===== config.mk =====
export PLATFORM = sky130hd
export DESIGN_NAME = mac_flush_seq
export DESIGN_NICKNAME = d
export VERILOG_FILES = /design/src/rtl/flush_pkg.sv /design/src/rtl/flush_wdog.sv /design/src/rtl/flush_addr_hold.sv /design/src/rtl/mac_flush_seq.sv
export SDC_FILE = /design/constraint.sdc
export NUM_CORES = 1
export LEC_CHECK = 0
export BUFFER_PORTS_ARGS = -buffer_cell sky130_fd_sc_hd__buf_2
export CAP_MARGIN = 10
export CORE_MARGIN = 3
export CORE_UTILIZATION = 45
export DETAILED_ROUTE_END_ITERATION = 16
export GPL_ROUTABILITY_DRIVEN = 0
export HOLD_SLACK_MARGIN = 0.03
export PLACE_DENSITY = 0.76
export RECOVER_POWER = 100
export SETUP_SLACK_MARGIN = 0.15
export SLEW_MARGIN = 10
export SYNTH_ARGS = -nofsm -noshare
export SYNTH_HDL_FRONTEND = slang
export SYNTH_SLANG_ARGS = --single-unit

===== constraint.sdc =====
create_clock -name clk -period 3.4 [get_ports clk]
set_input_delay 0.68 -clock clk [delete_from_list [all_inputs] [get_ports clk]]
set_output_delay 0.68 -clock clk [all_outputs]
set_load 0.03 [all_outputs]

===== src/rtl/flush_pkg.sv =====
package flush_pkg;

  typedef enum logic [1:0] {S_IDLE, S_PRE, S_ISSUE, S_WAIT} fsm_t;
  typedef enum logic [1:0] {STEP_CUR, STEP_SEARCH, STEP_ERASE} step_t;

  localparam logic [3:0] CMD_CURSOR = 4'd3;
  localparam logic [3:0] ACC_CURSOR = 4'd0;
  localparam logic [3:0] CMD_SEARCH = 4'd2;
  localparam logic [3:0] ACC_SEARCH = 4'd9;
  localparam logic [3:0] CMD_ERASE  = 4'd1;
  localparam logic [3:0] ACC_ERASE  = 4'd15;

  function automatic logic [3:0] step_cmd(step_t s);
    case (s)
      STEP_CUR:    return CMD_CURSOR;
      STEP_SEARCH: return CMD_SEARCH;
      default:     return CMD_ERASE;
    endcase
  endfunction

  function automatic logic [3:0] step_acc(step_t s);
    case (s)
      STEP_CUR:    return ACC_CURSOR;
      STEP_SEARCH: return ACC_SEARCH;
      default:     return ACC_ERASE;
    endcase
  endfunction

  // mac[47:40] is byte 0 ... mac[7:0] is byte 5
  function automatic logic [47:0] mac_from_status(logic [31:0] lo, logic [15:0] hi);
    logic [7:0] b [6];
    b[5] = lo[7:0];   b[4] = lo[15:8];
    b[3] = lo[23:16]; b[2] = lo[31:24];
    b[1] = hi[7:0];   b[0] = hi[15:8];
    return {b[0], b[1], b[2], b[3], b[4], b[5]};
  endfunction

  function automatic logic [31:0] ctl_lo_of(logic [47:0] mac);
    return {mac[31:24], mac[23:16], mac[15:8], mac[7:0]};
  endfunction

  function automatic logic [15:0] ctl_hi_of(logic [47:0] mac);
    return {mac[47:40], mac[39:32]};
  endfunction

endpackage


===== src/rtl/flush_wdog.sv =====
module flush_wdog #(
  parameter int LIMIT = 1024
) (
  input  logic clk,
  input  logic rst_n,
  input  logic clear,
  input  logic run,
  output logic expire
);
  localparam int CW = $clog2(LIMIT + 1);
  localparam logic [CW-1:0] LAST = CW'(LIMIT - 1);

  logic [CW-1:0] cnt_q;

  assign expire = run && (cnt_q == LAST);

  always_ff @(posedge clk) begin
    if (!rst_n || clear) cnt_q <= '0;
    else if (run)        cnt_q <= cnt_q + 1'b1;
  end
endmodule


===== src/rtl/flush_addr_hold.sv =====
module flush_addr_hold (
  input  logic        clk,
  input  logic        rst_n,
  input  logic        load,
  input  logic [31:0] st_lo,
  input  logic [15:0] st_hi,
  output logic [31:0] ctl_lo,
  output logic [15:0] ctl_hi
);
  import flush_pkg::*;

  logic [47:0] mac_q;

  always_ff @(posedge clk) begin
    if (!rst_n)    mac_q <= '0;
    else if (load) mac_q <= mac_from_status(st_lo, st_hi);
  end

  assign ctl_lo = ctl_lo_of(mac_q);
  assign ctl_hi = ctl_hi_of(mac_q);
endmodule


===== src/rtl/mac_flush_seq.sv =====
module mac_flush_seq #(
  parameter int NPORTS   = 3,
  parameter int WD_LIMIT = 1024,
  parameter int RES_W    = 9,
  parameter int FID_W    = 4
) (
  input  logic              clk,
  input  logic              rst_n,
  input  logic              start,
  input  logic              eng_busy,
  input  logic [RES_W-1:0]  eng_result,
  input  logic [31:0]       st_addr_lo,
  input  logic [15:0]       st_addr_hi,
  output logic              cmd_go,
  output logic [3:0]        cmd_code,
  output logic [3:0]        acc_code,
  output logic [NPORTS-1:0] port_map,
  output logic [FID_W-1:0]  fid,
  output logic [31:0]       ctl_addr_lo,
  output logic [15:0]       ctl_addr_hi,
  output logic              done,
  output logic              err
);
  import flush_pkg::*;

  localparam int PIDX_W = (NPORTS > 1) ? $clog2(NPORTS) : 1;
  localparam logic [PIDX_W-1:0] LAST_PORT = PIDX_W'(NPORTS - 1);
  localparam logic [RES_W-1:0]  RES_CMD_ERR = RES_W'(9'h101);

  fsm_t              state_q;
  step_t             step_q;
  logic [PIDX_W-1:0] port_q;
  logic              done_q, err_q;

  // named internal events
  logic in_wait, wait_done, pre_ready, wd_expire, wd_clear;
  logic found_evt, cmd_err_evt, port_end_evt, last_port;

  assign in_wait      = (state_q == S_PRE) || (state_q == S_WAIT);
  assign pre_ready    = (state_q == S_PRE)  && !eng_busy;
  assign wait_done    = (state_q == S_WAIT) && !eng_busy;
  assign found_evt    = wait_done && (step_q == STEP_SEARCH) && (eng_result == '0);
  assign cmd_err_evt  = wait_done && (step_q == STEP_SEARCH) && (eng_result == RES_CMD_ERR);
  assign port_end_evt = wait_done && (step_q == STEP_SEARCH) && !found_evt && !cmd_err_evt;
  assign last_port    = (port_q == LAST_PORT);
  assign wd_clear     = !in_wait || pre_ready || wait_done;

  flush_wdog #(.LIMIT(WD_LIMIT)) u_wdog (
    .clk    (clk),
    .rst_n  (rst_n),
    .clear  (wd_clear),
    .run    (in_wait && eng_busy),
    .expire (wd_expire)
  );

  flush_addr_hold u_addr (
    .clk    (clk),
    .rst_n  (rst_n),
    .load   (found_evt),
    .st_lo  (st_addr_lo),
    .st_hi  (st_addr_hi),
    .ctl_lo (ctl_addr_lo),
    .ctl_hi (ctl_addr_hi)
  );

  always_ff @(posedge clk) begin
    if (!rst_n) begin
      state_q  <= S_IDLE;
      step_q   <= STEP_CUR;
      port_q   <= '0;
      port_map <= '0;
      done_q   <= 1'b0;
      err_q    <= 1'b0;
    end else begin
      done_q <= 1'b0;
      err_q  <= 1'b0;
      case (state_q)
        S_IDLE: if (start) begin
          state_q  <= S_PRE;
          step_q   <= STEP_CUR;
          port_q   <= '0;
          port_map <= '0;
        end
        S_PRE: begin
          if (!eng_busy)      state_q <= S_ISSUE;
          else if (wd_expire) begin
            state_q <= S_IDLE;
            err_q   <= 1'b1;
          end
        end
        S_ISSUE: state_q <= S_WAIT;
        S_WAIT: begin
          if (wd_expire) begin
            state_q <= S_IDLE;
            err_q   <= 1'b1;
          end else if (wait_done) begin
            state_q <= S_PRE;
            case (step_q)
              STEP_CUR: begin
                port_map <= NPORTS'(1) << port_q;
                step_q   <= STEP_SEARCH;
              end
              STEP_ERASE: step_q <= STEP_SEARCH;
              default: begin
                if (cmd_err_evt) begin
                  state_q <= S_IDLE;
                  err_q   <= 1'b1;
                end else if (found_evt) begin
                  step_q <= STEP_ERASE;
                end else if (last_port) begin
                  state_q <= S_IDLE;
                  done_q  <= 1'b1;
                end else begin
                  port_q <= port_q + 1'b1;
                  step_q <= STEP_CUR;
                end
              end
            endcase
          end
        end
        default: state_q <= S_IDLE;
      endcase
    end
  end

  assign cmd_go   = (state_q == S_ISSUE);
  assign cmd_code = step_cmd(step_q);
  assign acc_code = step_acc(step_q);
  assign fid      = '0;
  assign done     = done_q;
  assign err      = err_q;

endmodule


Word level (Yosys, flattened, before mapping). Cells that the tools add are included.

Output and inout port bits: 66. Word-level logic and storage cells: 98. Input port bits: 61. Register bits: 70.

Add/subtract/negate cells: 2. Shift-type cells: 1. Reduce and logical (&&, ||, !) cells: 24. Equality and inequality tests: 20. Bitwise logic cells: 3. Multiplexer cells: 40.

Operators with widths (count): 2-bit 2-to-1 mux (18); 2-bit != test, second input constant (7); 3-bit 2-to-1 mux (4); 2-bit case mux with 2 select lines (3); 11-bit by 1-bit adder with 11-bit output, second input constant (1); 11-bit by 10-bit == test with 1-bit output, second input constant (1); 1-bit 2-to-1 mux (11); 9-bit == test, second input constant (1); 9-bit zero test (1); 2-bit == test, second input constant (4); 2-bit case mux with 4 select lines (1); 4-bit case mux with 2 select lines (1); 8-bit AND reduction (1); 8-bit OR reduction (1); 1-bit logical AND (7); 3-bit by 2-bit != test with 1-bit output, second input constant (2); 3-bit case mux with 2 select lines (1); 6-bit AND reduction (1); 5-bit AND reduction (1); 2-bit by 1-bit == test with 1-bit output, second input constant (2); 2-bit zero test (2); 1-bit logical OR (4); 4-bit != test, second input constant (1); 1-bit zero test (3); other kinds (9) (11).

Logic depth before layout (Yosys ltp).
Word-level depth: 10. Mapped depth: 7. Gate-level depth less buffers: 6.

Modules after synthesis. A second synthesis with hierarchy kept.

Cells, all modules: 299. Area total of the unflattened synthesis: 3067.9 um2.

Modules (own cells, without submodules): flush_addr_hold (cells each 155, area each 1845.5 um2, instances 1, seq. area each 960.9 um2); mac_flush_seq (cells each 92, area each 730.7 um2, instances 1, seq. area each 220.2 um2); flush_wdog (cells each 52, area each 491.7 um2, instances 1, seq. area each 220.2 um2).

Worst setup path after synthesis. Ideal clock, no wire load.

Path kind: input port to flip-flop. Start: input port eng_result[5]. End: register state_q[0]. Library setup time: 70 ps. Slack: 1002 ps. Arrival: 2328 ps. Data required time: 3330 ps. Buffers on the path: 1. Cell stages on the path: 5. Cells stage by stage: or4_4 > or4_1 > buf_2 > a311o_1 > a21oi_1.

Longest elaborated chain between the ends: 8. Elaborated cells on any way between the ends: 10. Classes of those cells: 1 x eq/ne; 6 x mux; 3 x reduce/logical.

Ends and longest elaborated chain: start: declaration (RTL line mac_flush_seq.sv:11) `input logic [RES_W-1:0] eng_result,`; 9-bit zero test (RTL line mac_flush_seq.sv:42) `assign found_evt = wait_done && (step_q == STEP_SEARCH) && (eng_result == '0);`; 1-bit logical AND (RTL line mac_flush_seq.sv:42); 1-bit 2-to-1 mux (RTL line mac_flush_seq.sv:108) `end else if (found_evt) begin`; 1-bit 2-to-1 mux * (RTL line mac_flush_seq.sv:105) `if (cmd_err_evt) begin`; 1-bit 2-to-1 mux * (RTL line mac_flush_seq.sv:98) `case (step_q)`; 2-bit 2-to-1 mux * (RTL line mac_flush_seq.sv:96) `end else if (wait_done) begin`; 2-bit 2-to-1 mux * (RTL line mac_flush_seq.sv:93) `if (wd_expire) begin`; 2-bit case mux with 4 select lines * (RTL line mac_flush_seq.sv:77) `case (state_q)`; end signal: assignment (RTL line mac_flush_seq.sv:79) `state_q <= S_PRE;`; end signal: assignment (RTL line mac_flush_seq.sv:94) `state_q <= S_IDLE;`; end signal: assignment (RTL line mac_flush_seq.sv:97) `state_q <= S_PRE;`; end: declaration (RTL line mac_flush_seq.sv:30) `fsm_t state_q;`.

Every way passes the cells marked *; elsewhere a longest branch is shown, timed or not. The select of a mux whose other input is x is not followed. A chain may end at the register's enable or synchronous reset.

Worst setup path in the final report.
Start: input port eng_result[5]. End: register step_q[0].

Longest elaborated chain between the ends: 8. Elaborated cells on any way between the ends: 13. Classes of those cells: 3 x eq/ne; 6 x mux; 4 x reduce/logical.

Ends and longest elaborated chain: 9-bit zero test (RTL line mac_flush_seq.sv:42); 1-bit logical AND (RTL line mac_flush_seq.sv:42); 2-bit 2-to-1 mux (RTL line mac_flush_seq.sv:108); 2-bit 2-to-1 mux (RTL line mac_flush_seq.sv:105); 2-bit 2-to-1 mux (RTL line mac_flush_seq.sv:98); 2-bit 2-to-1 mux (RTL line mac_flush_seq.sv:96); 2-bit 2-to-1 mux (RTL line mac_flush_seq.sv:93); 2-bit case mux with 2 select lines (RTL line mac_flush_seq.sv:77); end signal: assignment (RTL line mac_flush_seq.sv:80) `step_q <= STEP_CUR;`; end signal: assignment (RTL line mac_flush_seq.sv:101) `step_q <= STEP_SEARCH;`; end signal: assignment (RTL line mac_flush_seq.sv:103) `STEP_ERASE: step_q <= STEP_SEARCH;`; end: declaration (RTL line mac_flush_seq.sv:31) `step_t step_q;`.

Several ways; a longest one is shown, not always the timed one. The select of a mux whose other input is x is not followed.

==> results_dict.tcl <==
set metrics [dict create \
    grtUsageTotal_pct 18.9 \
    grt-busiest-layer "met2" \
    grt_antenna_before_repair 0 \
    setup_viol 0 \
    synthArstFlopShare_pct 0 \
    path_class "input port to register" \
    synth_seq_cells 70 \
    grt_max_degree 41 \
    cts_setup_buffers 0 \
    drtAntennaViolNets 0 \
    p_per_area_nw_per_um2 410 \
    syn_area_sq_um 2920 \
    grt_pass1_wl_microns 11400 \
    wl_per_cell_microns 12.4 \
    hp-class "register to register" \
    cts-root-buf "clkbuf_8" \
    grt_pass1_vias 2579 \
    crit_fanout 24 \
    hold_viol 0 \
    maxCapViolCount 0 \
    vias_per_cell 4.96 \
    cts_resized 0 \
    drt-total-wl_microns 6730 \
    overflow 0 \
    rows 28 \
    synthCells 352 \
    final_common_cell "nand2_1" \
    worst_pin_slew_ns 1.43 \
    port_buffers 120 \
    met2_usage_pct 30.7 \
    fin_total_pwr_mw 1.48 \
    required_ns 3.62 \
    status "complete, no violations" \
    avgSynthCellArea_sq_um 8.31 \
    cts_made_buffers 9 \
    rsz0062_at_grt "false" \
    drive_above_1_share_pct 17.6 \
    synth.largest_area_cell "dfxtp_1" \
    period_needed_ns 2.72 \
    use_met1_pct 24.1 \
    nNetsFinal 527 \
    ys_types 41 \
    p_leak_nw 1.29 \
    clock.fmax_mhz 368 \
    clockBufferDepth 2 \
    stdcell_area_sq_um 3620 \
    yosysWarnings 0 \
    finalNonFillerCells 541 \
    synth_ff_type "dfxtp_1" \
    grtUsageMet3_pct 4.56 \
    cts_hold_buf 0 \
    ys_seq_area_share_pct 47.9 \
    vias 2685 \
    dpl.cell_count 526 \
    htreeDepth 3 \
    die_h_microns 86.6 \
    diodes 0 \
    ir_drop_mv 0.243 \
    drc 0 \
    synthTopCellsByArea "dfxtp_1 48%, nand2_1 14%, a21boi_0 13%" \
    clkTransAtPathRegs_ns 0.07 \
    syn_to_final_growth_pct 23.7 \
    placed_cell_area_sq_um 3530 \
    dieArea_sq_um 7500 \
    initial_utilization_pct 48.0 \
    clkSinkCount 70 \
    die_w_microns 86.6 \
    drtIter0Drc 106 \
    tns_ns 0 \
    clk_latency_ns 0.33 \
    cts_tree "done" \
    startpoint_type "input port" \
    endpoint_kind "register" \
    maxSlewHeadroom_pct 4.49 \
    drv_slew 0 \
    yosys.area.top_type_share_pct 47.9 \
    fillers 618 \
    synth_edf_count 0 \
    min_period_over_period_pct 79.9 \
    core_sq_um 6100 \
    dp_hpwl_microns 4880 \
    clock_skew_ns 0.0111 \
    layout_common_cells "109 x nand2_1, 70 x dfxtp_1, 64 x clkbuf_1" \
    pin_count 127 \
    firstDrtPassIters 4 \
    cp.arrival_ns 2.93 \
]
-- worst max-delay path, stage by stage --
cell	delay, ns
buf_2	0.09
or4_4	0.57
or4_2	0.72
clkbuf_1	0.45
a21boi_0	0.31
o22ai_1	0.10
-- cell type report --
cell class / instances / area [sq um] / area share (%)
sequential: 70 / 1400 / 38.8
multi-input combinational: 249 / 1380 / 38.0
timing repair buffer: 125 / 554 / 15.3
clock buffer: 11 / 141 / 3.91
tap: 75 / 93.8 / 2.60
inverter: 7 / 26.3 / 0.727
clock inverter: 4 / 23.8 / 0.657
-- per-layer routing --
layer	vias up	share of wire (%)
li1	1374	-
met2	91	45
met1	1211	45
met5	-	0
met4	0	1.4
met3	9	7.8
-- through the flow --
stage	utilization (%)	setup slack [ns]	hold slack [ns]
final	59.3	0.682	0.460
after global routing	59.3	0.530	0.490
after CTS	60.7	1.02	0.460
after detailed placement	58.0	0.670	0.449
after global placement	58.0	0.705	0.443
after floorplan	-	1.00	0.430
-- report_power, final --
part,switching [mW],internal (mW),total (mW)
logic,0.0463,0.0421,0.0884
registers,0.00732,0.823,0.830
clock network,0.285,0.278,0.564
total,0.339,1.14,1.48
-- cell usage after synthesis (all sizes together) (2+ instances only) --
master and instances:
a21boi 51, a21oi 6, buf 11, clkbuf 20
dfxtp 70, ha 4, inv 7, nand2 109
nand3 7, nand3b 2, nand4 3, nand4b 2
nor2 15, nor2b 2, nor3 2, nor4 6
o21ai 4, o22ai 3, or3 3, or3b 2
or4 2, xnor2 5, xor2 2
-- worst paths after layout --
path / startpoint / end / slack (ns) / cells past startpoint
worst max-delay path: eng_result[5] / step_q[0] / 0.68 / 6
worst min-delay path: u_addr.mac_q[16] / u_addr.mac_q[16] / 0.46 / 2
worst max register to register: step_q[0] / step_q[0] / 0.76 / 5
worst min register to register: u_addr.mac_q[16] / u_addr.mac_q[16] / 0.46 / 2
-- kinds of logic after synthesis --
| kind of cell | synth area share [%] |
|---|---|
| compound gates | 17.7 |
| xor+xnor | 2.10 |
| fa+ha+maj | 1.71 |
| buf+inv | 6.03 |
| flops | 47.9 |
| mux | 0.342 |
| other cells | 0.128 |
| simple gates | 24.1 |
-- flip-flops by register name, summed over array words and instances, names as in the netlist, named ones only --
name          flops
port_map          3
done              1
port_q            2
u_wdog.cnt_q     11
err               1
state_q           1
u_addr.mac_q     48
step_q            2
(Power assumes the default switching activity.)
